$ cat src/rtl/memsec_pkg.sv
package memsec_pkg;
  localparam int NUM_RGN = 8;
  localparam int FIELD_W = 12;

  typedef struct packed {
    logic [NUM_RGN-1:0] rgnEn;
    logic [NUM_RGN-1:0] rgnSec;
    logic               outSec;
    logic               bypass;
  } ctlStrobe_t;
endpackage

$ cat src/rtl/memsec_regs.sv
module memsec_regs
  import memsec_pkg::*;
#(
  parameter int IDX_W    = 5,
  parameter int REG_BASE = 6
) (
  input  logic                         clk,
  input  logic                         rstN,
  input  logic                         cfgWe,
  input  logic [IDX_W-1:0]             cfgIdx,
  input  logic [31:0]                  cfgData,
  output ctlStrobe_t                   strobe,
  output logic [NUM_RGN-1:0][FIELD_W-1:0] startB,
  output logic [NUM_RGN-1:0][FIELD_W-1:0] endB
);
  localparam int NUM_REG = 2 * NUM_RGN;
  localparam logic [IDX_W-1:0] BASE_L = IDX_W'(REG_BASE);
  localparam logic [IDX_W-1:0] LAST_L = IDX_W'(REG_BASE + NUM_REG - 1);

  logic [NUM_REG-1:0][15:0] regFile;
  logic [IDX_W-1:0]         relIdx;
  logic                     inMap;
  logic [15:0]              wMask;
  logic [15:0]              wData;

  assign relIdx = cfgIdx - BASE_L;
  assign inMap  = (cfgIdx >= BASE_L) && (cfgIdx <= LAST_L);
  assign wMask  = cfgData[31:16];
  assign wData  = cfgData[15:0];

  always_ff @(posedge clk or negedge rstN) begin
    if (!rstN) begin
      regFile <= '0;
    end else if (cfgWe && inMap) begin
      for (int k = 0; k < NUM_REG; k++) begin
        if (relIdx == IDX_W'(k))
          regFile[k] <= (regFile[k] & ~wMask) | (wData & wMask);
      end
    end
  end

  logic [NUM_RGN-1:0] unusedBits;
  for (genvar n = 0; n < NUM_RGN; n++) begin : g_rgn
    assign startB[n]       = regFile[2*n][FIELD_W-1:0];
    assign endB[n]         = regFile[2*n+1][FIELD_W-1:0];
    assign strobe.rgnSec[n] = regFile[2*n][14];
    assign strobe.rgnEn[n]  = regFile[2*n][15];
    assign unusedBits[n]   = ^regFile[2*n][13:FIELD_W] ^ ^regFile[2*n+1][13:FIELD_W];
  end
  assign strobe.outSec = regFile[NUM_REG-1][14];
  assign strobe.bypass = regFile[NUM_REG-1][15];

  logic unusedUpper;
  assign unusedUpper = ^unusedBits ^ ^regFile[NUM_REG-3:0] ^ ^regFile[NUM_REG-2][15:14];

  // a write whose mask half is empty changes nothing
  a_r2_empty_mask_keeps: assert property (@(posedge clk) disable iff (!rstN)
    (cfgWe && cfgData[31:16] == 16'h0) |=> $stable(regFile));

  // indices outside the map are ignored
  a_r3_foreign_index_ignored: assert property (@(posedge clk) disable iff (!rstN)
    (cfgWe && (cfgIdx < BASE_L || cfgIdx > LAST_L)) |=> $stable(regFile));
endmodule

$ cat src/rtl/memsec_match.sv
module memsec_match
  import memsec_pkg::*;
#(
  parameter int ADDR_W = 32,
  parameter int RGN_W  = $clog2(NUM_RGN + 1)
) (
  input  logic                            clk,
  input  logic                            rstN,
  input  logic                            accValid,
  input  logic [ADDR_W-1:0]               accAddr,
  input  logic                            accSecure,
  input  ctlStrobe_t                      strobe,
  input  logic [NUM_RGN-1:0][FIELD_W-1:0] startB,
  input  logic [NUM_RGN-1:0][FIELD_W-1:0] endB,
  output logic                            rspValid,
  output logic                            rspBlock,
  output logic [RGN_W-1:0]                rspRegion
);
  localparam int LOW_W = ADDR_W - FIELD_W;
  localparam logic [RGN_W-1:0] NONE = RGN_W'(NUM_RGN);

  logic [FIELD_W-1:0] mbNum;
  logic [NUM_RGN-1:0] hitVec;
  logic [RGN_W-1:0]   firstHit;
  logic               secHit;
  logic               blockNow;
  logic               unusedLow;

  assign mbNum     = accAddr[ADDR_W-1:LOW_W];
  assign unusedLow = ^accAddr[LOW_W-1:0];

  for (genvar n = 0; n < NUM_RGN; n++) begin : g_cmp
    assign hitVec[n] = strobe.rgnEn[n] && (mbNum >= startB[n]) && (mbNum <= endB[n]);
  end

  always_comb begin
    firstHit = NONE;
    for (int n = NUM_RGN - 1; n >= 0; n--) begin
      if (hitVec[n]) firstHit = RGN_W'(n);
    end
  end

  assign secHit   = |(hitVec & strobe.rgnSec);
  assign blockNow = accValid && !accSecure && !strobe.bypass &&
                    (secHit || (hitVec == '0 && strobe.outSec));

  always_ff @(posedge clk or negedge rstN) begin
    if (!rstN) begin
      rspValid  <= 1'b0;
      rspBlock  <= 1'b0;
      rspRegion <= NONE;
    end else begin
      rspValid  <= accValid;
      rspBlock  <= blockNow;
      rspRegion <= accValid ? firstHit : NONE;
    end
  end

  a_r8_secure_never_blocked: assert property (@(posedge clk) disable iff (!rstN)
    (accValid && accSecure) |=> !rspBlock);

  a_r7_bypass_never_blocked: assert property (@(posedge clk) disable iff (!rstN)
    (accValid && strobe.bypass) |=> !rspBlock);

  a_r10_valid_follows: assert property (@(posedge clk) disable iff (!rstN)
    accValid |=> rspValid);

  a_r11_idle_outputs: assert property (@(posedge clk) disable iff (!rstN)
    !rspValid |-> (!rspBlock && rspRegion == NONE));

  a_r9_region_in_range: assert property (@(posedge clk) disable iff (!rstN)
    rspValid |-> (rspRegion <= NONE));
endmodule

$ cat src/rtl/memsec_filter.sv
module memsec_filter
  import memsec_pkg::*;
#(
  parameter int ADDR_W   = 32,
  parameter int IDX_W    = 5,
  parameter int REG_BASE = 6,
  parameter int RGN_W    = $clog2(NUM_RGN + 1)
) (
  input  logic              clk,
  input  logic              rstN,
  input  logic              cfgWe,
  input  logic [IDX_W-1:0]  cfgIdx,
  input  logic [31:0]       cfgData,
  input  logic              accValid,
  input  logic [ADDR_W-1:0] accAddr,
  input  logic              accSecure,
  output logic              rspValid,
  output logic              rspBlock,
  output logic [RGN_W-1:0]  rspRegion
);
  ctlStrobe_t                      strobe;
  logic [NUM_RGN-1:0][FIELD_W-1:0] startB;
  logic [NUM_RGN-1:0][FIELD_W-1:0] endB;

  memsec_regs #(.IDX_W(IDX_W), .REG_BASE(REG_BASE)) u_regs (
    .clk(clk), .rstN(rstN), .cfgWe(cfgWe), .cfgIdx(cfgIdx), .cfgData(cfgData),
    .strobe(strobe), .startB(startB), .endB(endB)
  );

  memsec_match #(.ADDR_W(ADDR_W), .RGN_W(RGN_W)) u_match (
    .clk(clk), .rstN(rstN), .accValid(accValid), .accAddr(accAddr),
    .accSecure(accSecure), .strobe(strobe), .startB(startB), .endB(endB),
    .rspValid(rspValid), .rspBlock(rspBlock), .rspRegion(rspRegion)
  );
endmodule

$ cat config.mk
export PLATFORM = sky130hd
export DESIGN_NAME = memsec_filter
export DESIGN_NICKNAME = d
export VERILOG_FILES = /design/src/rtl/memsec_pkg.sv /design/src/rtl/memsec_regs.sv /design/src/rtl/memsec_match.sv /design/src/rtl/memsec_filter.sv
export SDC_FILE = /design/constraint.sdc
export NUM_CORES = 1
export LEC_CHECK = 0
export BUFFER_PORTS_ARGS = -buffer_cell sky130_fd_sc_hd__buf_2
export CAP_MARGIN = 20
export CORE_AREA = 2 2 164 198
export CTS_CLUSTER_DIAMETER = 120
export DETAILED_ROUTE_END_ITERATION = 12
export DIE_AREA = 0 0 166 200
export PLACE_DENSITY = 0.62
export SYNTH_ARGS = -nofsm -noshare
export SYNTH_HDL_FRONTEND = slang
export SYNTH_SLANG_ARGS = --single-unit
$ cat constraint.sdc
create_clock -name clk -period 3.3 [get_ports clk]
set_clock_uncertainty 0.15 [all_clocks]
set_input_delay 0.165 -clock clk [delete_from_list [all_inputs] [get_ports clk]]
set_output_delay 0.165 -clock clk [all_outputs]
set_load 0.005 [all_outputs]
Word-level counts from Yosys, hierarchy flattened --
Index checks and enable logic that the tools add are counted.
Storage, ports and cells: flip-flop bits (word level) 262, input bits 74, output and inout bits 6
Operators by class: add/sub/neg operators 1, magnitude comparators 18, equality and inequality tests 15, mux-type cells 9, bitwise logic cells 35, reductions and logical operators 44
Operators with widths (number):
- $and A16 B16 Y16 | 17
- $or A16 B16 Y16 | 16
- $ge A12 B12 Y1 | 8
- $le A12 B12 Y1 | 8
- $eq A5 B4 Y1 const B | 8
- $mux W4 | 9
- $reduce_and A2 Y1 | 16
- $logic_and A1 B1 Y1 | 22
- $eq A5 B3 Y1 const B | 4
- $not A16 Y16 | 1
- $eq A5 B2 Y1 const B | 2
- $and A8 B8 Y8 | 1
- $logic_not A8 Y1 | 1
- $reduce_or A8 Y1 | 1
- $eq A5 B1 Y1 const B | 1
- $ge A5 B3 Y1 const B | 1
- $le A5 B5 Y1 const B | 1
- $logic_not A5 Y1 | 1
- $sub A5 B3 Y5 const B | 1
- $logic_not A1 Y1 | 2
- $logic_or A1 B1 Y1 | 1

Depth between registers and ports, before layout --
Gate-level depths: netlist of the first run.
depth after elaboration 12, mapped depth 10

Modules after synthesis --
From an unflattened synthesis of the first run, not the netlist that was laid out.
Unflattened totals: cell total of the unflattened synthesis 1636, area, all modules 16205.5 µm²
Modules (own cells, without submodules):
- memsec_regs | times used 1, cells each 969, area an instance 11217.0 µm²
- memsec_match | times used 1, cells each 667, area an instance 4988.5 µm²

Worst setup path after synthesis of the first run --
OpenSTA, ideal clock, no wires.
path type input to register, start point input port accAddr[20], end point register u_match.rspBlock, setup time 0.088 ns, arrival 2.261 ns, data required time 3.062 ns, path slack 0.801 ns, stages 9, path buffers 0, path through inv_1 > ha_1 > or3b_1 > o211ai_1 > a2111oi_0 > o41a_1 > a222oi_1 > nand4_1 > a41oi_1
Between the ends: cells in the longest elaborated chain, start to end 7, elaborated cells between the ends (all ways) 38
Ends and longest elaborated chain:
- start: declaration | RTL line memsec_filter.sv:15 | input logic [ADDR_W-1:0] accAddr,
- $ge A12 B12 Y1 | RTL line memsec_match.sv:33 | assign hitVec[n] = strobe.rgnEn[n] && (mbNum >= startB[n]) && (mbNum <= endB[n]);
- $logic_and A1 B1 Y1 (2 in a row) | RTL line memsec_match.sv:33
- $and A8 B8 Y8 or $logic_not A8 Y1 (tied branches) | RTL line memsec_match.sv:43, memsec_match.sv:45
- $reduce_or A8 Y1 or $logic_and A1 B1 Y1 (tied branches) | RTL line memsec_match.sv:43, memsec_match.sv:45
- $logic_or A1 B1 Y1 * | RTL line memsec_match.sv:45 | (secHit || (hitVec == '0 && strobe.outSec));
- $logic_and A1 B1 Y1 * | RTL line memsec_match.sv:44 | assign blockNow = accValid && !accSecure && !strobe.bypass &&
- via u_match.blockNow | RTL line memsec_match.sv:26 | logic blockNow;
- end signal: assignment | RTL line memsec_match.sv:54 | rspBlock <= blockNow;
- end: declaration | RTL line memsec_match.sv:16 | output logic rspBlock,
Mark *: on every way through the listed nets, which the timed path passes. The rest lies on a longest branch. A chain may end at the register's enable or synchronous reset.

==> impl_metrics.ini, run 1 <==
[placed_design]
gp_congestion = 0.815
place_hpwl_mm = 25.5
dp_slack_ns = 0.235
dp_cells = 1853
port_buffers = 55

[timing]
fmax_mhz = 338
setup_viol = 0
timing.final.max_slew_violations = 0
rsz0062_at_grt = no
finalWorstSetupSlack_ns = 0.342
setup_tns_ns = 0
worst_pin_slew_ns = 0.824
finalCritPeriodShare_pct = 89.6
hold_violations = 0
finalCriticalPeriod_ns = 2.96
relSlewSlack_pct = 43.6

[synthesis]
ys_types = 56
synth_edf_count = 0
yosys_warnings = 0
ys_ff_latch = 216
syn-instance-count = 1415
async_flop_share_pct = 100
ys.flop_type = dfrtp_1
syn_nets = 1683
synth.avg_cell_area_um2 = 9.86
synth-seq-area-share_pct = 38.7
synthesis.area_um2 = 14000

[clock_tree]
clock_path_buffers = 3
cts.sinks = 216
cts_tree = done
ctsHoldBuffers = 25
cts_resized = 0
cts_setup_buffers = 0
clk_pin_slew_ns = 0.06
cts_buffers = 25
clock_latency_ns = 0.53
cts_root_buffer = clkbuf_16
cts_max_level = 1

[final_layout]
fin_cells = 1922
multiInputGateArea_um2 = 7620
final_util_pct = 50.8
seq_area_um2 = 5410
drive_gt1_share_pct = 19.7
diodes = 0
area_growth_syn_to_layout_pct = 13.5
nFillCells = 2857
num-nets-final = 1772

[min_path]
hold_class = input port to register

[setup_path]
critPathRequiredTime_ns = 3.58
start_kind = register
crit_path_end_kind = register
crit_fanout = 3
critPathKind = register to register
cp_data_arrival_time_ns = 3.23

[global_routing]
gr-total-overflow = 0
grt.total_usage_pct = 22.2
grt_start_max_net_pins = 92
antenna_found_initial = 1
grt_pass1_vias = 10500
grt_pass1_wl_mm = 58.2

[detailed_routing]
ant_nets = 0
wl_per_cell_um = 18.8
num_vias = 10400
drt_first_pass_iters = 5
drc = 0
vias_per_cell = 5.42
drt_iter0_markers = 548
finalWirelength_mm = 36.1

[floorplan]
core_um2 = 31200
die_h_um = 200
design.die.area_um2 = 33200
num_rows = 71
fp.dieW_um = 166
ios = 80
initial_core_util_pct = 44.8

[power_and_ir_drop]
p_per_area_nw_per_um2 = 467
ir_drop_v = 0.000319
p_leak_nw = 7.31

[run_status]
outcome = finished, final reports clean

[job]
max_cap_viol_count = 0
## Yosys cell counts (all sizes together) (11+ instances only)
cell type,n,area (µm²)
ha,194,2430
mux2,210,2360
o21ai,31,155
dfrtp,215,5380
nor2,35,154
clkbuf,35,131
a21oi,71,367
nand2,247,930
inv,185,694
a21o,11,82.6
nand3,18,100
nand4,33,206
buf,19,98.8
## per-layer routing
layer	vias up	track usage, %	routed length (µm)
met5	-	0	13
met4	2	6.12	924
met3	54	2.31	1350
met2	179	39.3	17400
met1	5146	29.1	16400
li1	5036	-	-
## layout by cell type, fill, tap and decap left out, types with 7 or more instances in the layout
cell	instances
buf_2	54
a21o_1	11
nand3_1	16
nor2b_1	10
nor2_1	26
nor2_2	9
ha_1	194
or3_1	8
inv_1	185
a211oi_1	10
mux2_1	49
mux2_2	161
dfrtp_1	215
dlygate4sd3_1	25
a21oi_1	70
clkbuf_16	25
buf_4	34
clkbuf_1	12
nand2_1	246
nand4_1	33
nand2b_1	10
o31ai_1	7
o211ai_1	9
o21ai_0	30
## stage by stage
stage	hold WS (ns)	area (µm²)	power (mW)
floorplan	-0.281	14000	4.14
global placement	0.0881	14800	4.65
detailed placement	0.0865	14800	4.72
CTS	0.000859	15800	7.47
global route	0.0117	15800	7.83
finish	0.0000772	15800	7.40
## kinds of logic (layout without fill, tap and decap cells)
group | after synthesis | after routing | synth area share, %
DFF | 216 | 216 | 38.7
AOI/OAI and AO/OA | 177 | 177 | 8.11
buffers and inverters | 239 | 345 | 6.63
adders and majority gates | 194 | 194 | 17.4
muxes | 212 | 212 | 17.1
and+or+nand+nor | 377 | 377 | 12.0
## final cells by class
type / instances / share of cell area, %
multi-input combinational: 960 / 48.1
inverter: 185 / 4.38
sequential: 216 / 34.1
clock buffer: 42 / 4.67
clock inverter: 2 / 0.245
timing repair buffer: 116 / 5.25
tap: 401 / 3.17
## critical path, cell delays in order (launching register included)
cell      delay (ns)
dfrtp_1         0.35
inv_1           0.05
ha_1            0.28
a211oi_1        0.22
o21ai_0         0.18
a211oi_1        0.48
o21ai_0         0.30
a32oi_1         0.45
nand2_1         0.12
o31ai_1         0.28
## power by group
| part | internal, mW | switching (mW) |
|---|---|---|
| clock | 1.59 | 1.09 |
| sequential | 2.96 | 0.152 |
| combinational | 0.713 | 0.894 |
| total | 5.26 | 2.14 |
## path summary, 6_finish.rpt
path	startpoint	end	slack, ns	depth (start not counted)
setup / recovery	register	u_match.rspRegion[3]$_DFF_PN1_	0.34	9
hold / removal	cfgData[3]	register	0.00008	2
setup reg to reg	register	u_match.rspRegion[3]$_DFF_PN1_	0.34	9
hold reg to reg	register	register	0.34	1
max in group asynchronous	rstN	async pin	2.02	3
min in group asynchronous	rstN	async pin	0.10	2
Note: power is estimated with default switching activity, not from simulation.
==> inputs of run 2 (changes only) <==
--- a/config.mk
+++ b/config.mk
@@ -8,6 +8,7 @@
 export BUFFER_PORTS_ARGS = -buffer_cell sky130_fd_sc_hd__buf_2
 export CAP_MARGIN = 20
 export CORE_AREA = 2 2 164 198
+export CTS_BUF_LIST = sky130_fd_sc_hd__clkbuf_8 sky130_fd_sc_hd__clkbuf_16
 export CTS_CLUSTER_DIAMETER = 120
 export DETAILED_ROUTE_END_ITERATION = 12
 export DIE_AREA = 0 0 166 200
==> run 2 against run 1 <==
Against the previous run: the run now ends with negative hold slack left; worst setup slack is essentially flat; utilization is the same; non-clock buffer count is the same; critical endpoint unchanged.
==> impl_metrics.ini, run 2 (synthesis gave the netlist of run 1 again) <==
[floorplan]
ios = 80
initial_core_util_pct = 44.8
num_rows = 71
fp.dieW_um = 166
die_h_um = 200
core_um2 = 31200
design.die.area_um2 = 33200

[global_routing]
grt_pass1_vias = 10500
grt_pass1_wl_mm = 58.2
antenna_found_initial = 1
grt.total_usage_pct = 22.2
gr-total-overflow = 0
grt_start_max_net_pins = 92

[detailed_routing]
num_vias = 10400
drt_first_pass_iters = 5
finalWirelength_mm = 36.0
drt_iter0_markers = 556
ant_nets = 0
wl_per_cell_um = 18.7
vias_per_cell = 5.41
drc = 0

[power_and_ir_drop]
p_per_area_nw_per_um2 = 465
p_sw_share_pct = 29.1
share_seq_of_total_power_pct = 42.2
p_leak_nw = 7.36
p_switching_mw = 2.14
pwr-share-clk_pct = 36.0
comb_power_share_pct = 21.8
intPower_mw = 5.22
ir_drop_v = 0.000319

[clock_tree]
clock_path_buffers = 3
cts_buffers = 25
clock_latency_ns = 0.53
cts_max_level = 1
cts_root_buffer = clkbuf_16
cts_tree = done
cts.sinks = 216
clk_pin_slew_ns = 0.06

[final_layout]
drive_gt1_share_pct = 19.7
num-nets-final = 1772
area_growth_syn_to_layout_pct = 13.5
final_common_cell = nand2_1
fin_cells = 1922
nFillCells = 2857
diodes = 0
final_cell_mix = nand2_1 (246), dfrtp_1 (215), inv_1 (197), ha_1 (194), mux2_2 (161)
design_area_um2 = 15800
final_util_pct = 50.8

[job]
max_cap_viol_count = 0

[timing]
timing.final.max_slew_violations = 0
setup_tns_ns = 0
relSlewSlack_pct = 44.1
setup_viol = 0
rsz0062_at_grt = no
finalCritPeriodShare_pct = 89.7
finalCriticalPeriod_ns = 2.96
fmax_mhz = 338
hold_violations = 1
timing.hold.ws_ns = -0.000298
worst_pin_slew_ns = 0.817

[setup_path]
critPathRequiredTime_ns = 3.57
start_kind = register
cp_data_arrival_time_ns = 3.23
crit_path_end_kind = register
critPathKind = register to register
r2r_end = u_match.rspRegion[3]$_DFF_PN1_
crit_fanout = 3
r2r_cells = 9
rrSetupSlack_ns = 0.34

[placed_design]
place_hpwl_mm = 25.5
dp_cells = 1853
placed_cell_area_um2 = 14800
port_buffers = 55
gp_congestion = 0.815

[min_path]
hold_depth = 2
min-delay-start = cfgData[3]
hold_class = input port to register

[run_status]
violations = negative hold slack
outcome = complete, but fails checks
==> run 2: worst max-delay path by stage <==
stage                startpoint                        endpoint  slack [ns]  cells after the start
floorplan           accAddr[20]      u_match.rspBlock$_DFF_PN0_        0.80                      9
global placement    accAddr[20]  u_match.rspRegion[3]$_DFF_PN1_        0.34                     11
detailed placement  accAddr[20]  u_match.rspRegion[3]$_DFF_PN1_        0.24                     11
CTS                    register  u_match.rspRegion[3]$_DFF_PN1_        0.49                      9
global route           register  u_match.rspRegion[3]$_DFF_PN1_        0.34                      9
finish                 register  u_match.rspRegion[3]$_DFF_PN1_        0.34                      9
==> run 2: layout make-up <==
type,count,area [µm²],area share (%)
well taps,401,502,3.17
flip-flops and latches,216,5410,34.1
multi-input cells,960,7620,48.1
inverters,185,694,4.38
clock buffers,30,694,4.38
repair buffers,116,831,5.25
clock inverters,14,83.8,0.529
==> run 2: power by group through the flow <==
stage	sequential [mW]	combinational, mW	clock [mW]
final	3.11	1.61	2.65
after global routing	3.14	1.84	2.81
after CTS	3.10	1.62	2.72
after detailed placement	3.15	1.57	0
after global placement	3.14	1.51	0
after floorplan	3.11	1.04	0
==> run 2: repair_timing <==
| item | 4_1_cts | 5_1_grt |
|---|---|---|
| gates resized for setup | 0 | 0 |
| endpoints found under the hold margin | 225 | 0 |
| setup buffers | 0 | 0 |
| hold buffers | 25 | 0 |
==> run 2: routing by layer <==
metal | vias up | share of wire [%] | track usage, %
met4 | 2 | 2.6 | 6.12
met5 | - | 0.036 | 0
met3 | 55 | 3.5 | 2.31
met2 | 178 | 48 | 39.3
li1 | 5044 | - | -
met1 | 5127 | 46 | 29.1
==> run 2: critical path: stages, from the launching register on <==
cell and delay [ns]:
dfrtp_1 0.35, inv_1 0.05, ha_1 0.28, a211oi_1 0.22, o21ai_0 0.18, a211oi_1 0.48, o21ai_0 0.31, a32oi_1 0.44
nand2_1 0.12, o31ai_1 0.28
==> run 2: stage by stage <==
step	hold WS, ns	setup slack, ns	power [mW]
after floorplan	-0.281	0.801	4.14
after global placement	0.0881	0.337	4.65
after detailed placement	0.0865	0.235	4.72
after CTS	0.000859	0.491	7.44
after global routing	0.0114	0.345	7.79
final	-0.000298	0.341	7.36
==> inputs of run 3 (changes only) <==
--- a/config.mk
+++ b/config.mk
@@ -12,7 +12,8 @@
 export CTS_CLUSTER_DIAMETER = 120
 export DETAILED_ROUTE_END_ITERATION = 12
 export DIE_AREA = 0 0 166 200
-export PLACE_DENSITY = 0.62
+export PLACE_DENSITY = 0.72
+export SKIP_LAST_GASP = 1
 export SYNTH_ARGS = -nofsm -noshare
 export SYNTH_HDL_FRONTEND = slang
 export SYNTH_SLANG_ARGS = --single-unit
==> run 3 against run 2 <==
Against the previous run: the run now ends clean; worst setup slack improved by 0.16 ns; combinational power barely moved; total power rose by 0.25%; count of clock-buffer cells in the layout fell by 2; register-to-register slack improved by 0.16 ns; wire length fell by 2.4%; die area did not move; via count rose by 2.2%; design area barely moved; flip-flop and latch count did not move; utilization barely moved; critical endpoint is now u_match.rspRegion[1]$_DFF_PN0_; highest routed layer is now met4.
==> impl_metrics.ini, run 3 (synthesis gave the netlist of run 1 again) <==
[clock_tree]
clk_pin_slew_ns = 0.06
cts_buffers = 24
ctsHoldBuffers = 27
cts_root_buffer = clkbuf_16
clock_latency_ns = 0.53
clock_path_buffers = 3
cts_resized = 0
cts_max_level = 1
cts_setup_buffers = 0
cts_tree = done
cts.sinks = 216

[floorplan]
ios = 80
fp.dieW_um = 166
initial_core_util_pct = 44.8
die_h_um = 200
num_rows = 71
core_um2 = 31200
design.die.area_um2 = 33200

[final_layout]
nFillCells = 2739
final_common_cell = nand2_1
final_cell_mix = nand2_1 (246), dfrtp_1 (215), inv_1 (195), ha_1 (194), mux2_2 (161)
drive_gt1_share_pct = 19.5
fin_cells = 1918
diodes = 0
design_area_um2 = 15800
area_growth_syn_to_layout_pct = 13.4
num-nets-final = 1769

[timing]
hold_violations = 0
timing.final.max_slew_violations = 0
relSlewSlack_pct = 41.9
finalCritPeriodShare_pct = 84.8
fmax_mhz = 357
setup_viol = 0
setup_tns_ns = 0
finalWorstSetupSlack_ns = 0.501
rsz0062_at_grt = no
worst_pin_slew_ns = 0.850
finalCriticalPeriod_ns = 2.80

[setup_path]
r2r_end = u_match.rspRegion[1]$_DFF_PN0_
cp-endpoint = u_match.rspRegion[1]$_DFF_PN0_
crit_path_max_incr_delay_ns = 0.40
crit_fanout = 3
cpMaxStageDelayCell = a211oi_1
critPathRequiredTime_ns = 3.56
cp.depth = 9
start_kind = register
cp.buffers_inverters = 1
cp_data_arrival_time_ns = 3.06
rrSetupSlack_ns = 0.50
r2r_cells = 9
crit_path_cell_trace = inv_1, ha_1, a211oi_1, o21ai_0, a211oi_1, o21ai_0, a32oi_1, nand2b_1, a311oi_1
critPathKind = register to register
crit_family = compound AO/OA/AOI/OAI gates
crit_path_end_kind = register

[detailed_routing]
drt_first_pass_iters = 5
wl_per_cell_um = 18.3
num_vias = 10600
drt_iter0_markers = 563
finalWirelength_mm = 35.2
drc = 0
vias_per_cell = 5.55
ant_nets = 0

[job]
max_cap_viol_count = 0

[global_routing]
grt_pass1_wl_mm = 56.8
grt_util_met3_pct = 2.21
use_met2_pct = 39.4
grt_pass1_vias = 10900
antenna_found_initial = 0
grt_util_met1_pct = 26.6
grt_start_max_net_pins = 77
gr-total-overflow = 0
top_usage_layer = met2
grt.total_usage_pct = 21.4

[power_and_ir_drop]
p_per_area_nw_per_um2 = 466
p_leak_nw = 7.35
ir_drop_v = 0.000505

[placed_design]
dp_cells = 1849
port_buffers = 55
gp_congestion = 0.864
dp_slack_ns = 0.393
placed_cell_area_um2 = 14800
place_hpwl_mm = 25.3

[min_path]
min-delay-start = cfgData[10]
hold_class = input port to register

[run_status]
outcome = finished, final reports clean
## run 3: cell count changes in the layout (fill, tap and decap cells not counted), sizes merged
cell	delta
buf	-4
inv	-3
clkbuf	-2
clkinv	+2
dlygate4sd3	+2
bufinv	+1
## run 3: worst reg2reg max path, stage by stage, from the launching register on
cell and delay, ns:
dfrtp_1 0.34, inv_1 0.04, ha_1 0.28, a211oi_1 0.25, o21ai_0 0.19, a211oi_1 0.40
o21ai_0 0.25, a32oi_1 0.36, nand2b_1 0.10, a311oi_1 0.31
## run 3: area by class of cell
class | instances | area (µm²) | area share, %
Timing Repair Buffer | 114 | 821 | 5.19
Sequential cell | 216 | 5410 | 34.2
Multi-Input combinational cell | 960 | 7620 | 48.2
Inverter | 185 | 694 | 4.39
Clock inverter | 14 | 108 | 0.680
Tap cell | 401 | 502 | 3.17
Clock buffer | 28 | 667 | 4.21
## run 3: worst min path at each step
stage | to | cells after the start | slack, ns
after floorplan | async pin | 0 | -0.28
after global placement | async pin | 1 | 0.03
after detailed placement | async pin | 1 | 0.04
after CTS | register | 3 | 0.001
after global routing | register | 3 | 0.02
final | register | 2 | 0.006
## run 3: stage by stage
stage               utilization (%)  power (mW)  hold slack (ns)
floorplan                         -        4.14           -0.281
global placement               47.4        4.62           0.0340
detailed placement             47.4        4.72           0.0397
CTS                            50.7        7.43         0.000967
global route                   50.7        7.78           0.0152
finish                         50.7        7.38          0.00563
## run 3: report_power, final
group | switching [mW] | internal (mW)
logic | 0.896 | 0.714
clock network | 1.08 | 1.58
registers | 0.156 | 2.96
## run 3: per-layer routing
metal	wire [µm]	part of all wire, %	vias to the layer above
li1	-	-	5028
met3	1370	3.9	76
met4	1060	3.0	0
met1	15400	44	5305
met5	0	0	-
met2	17400	49	228
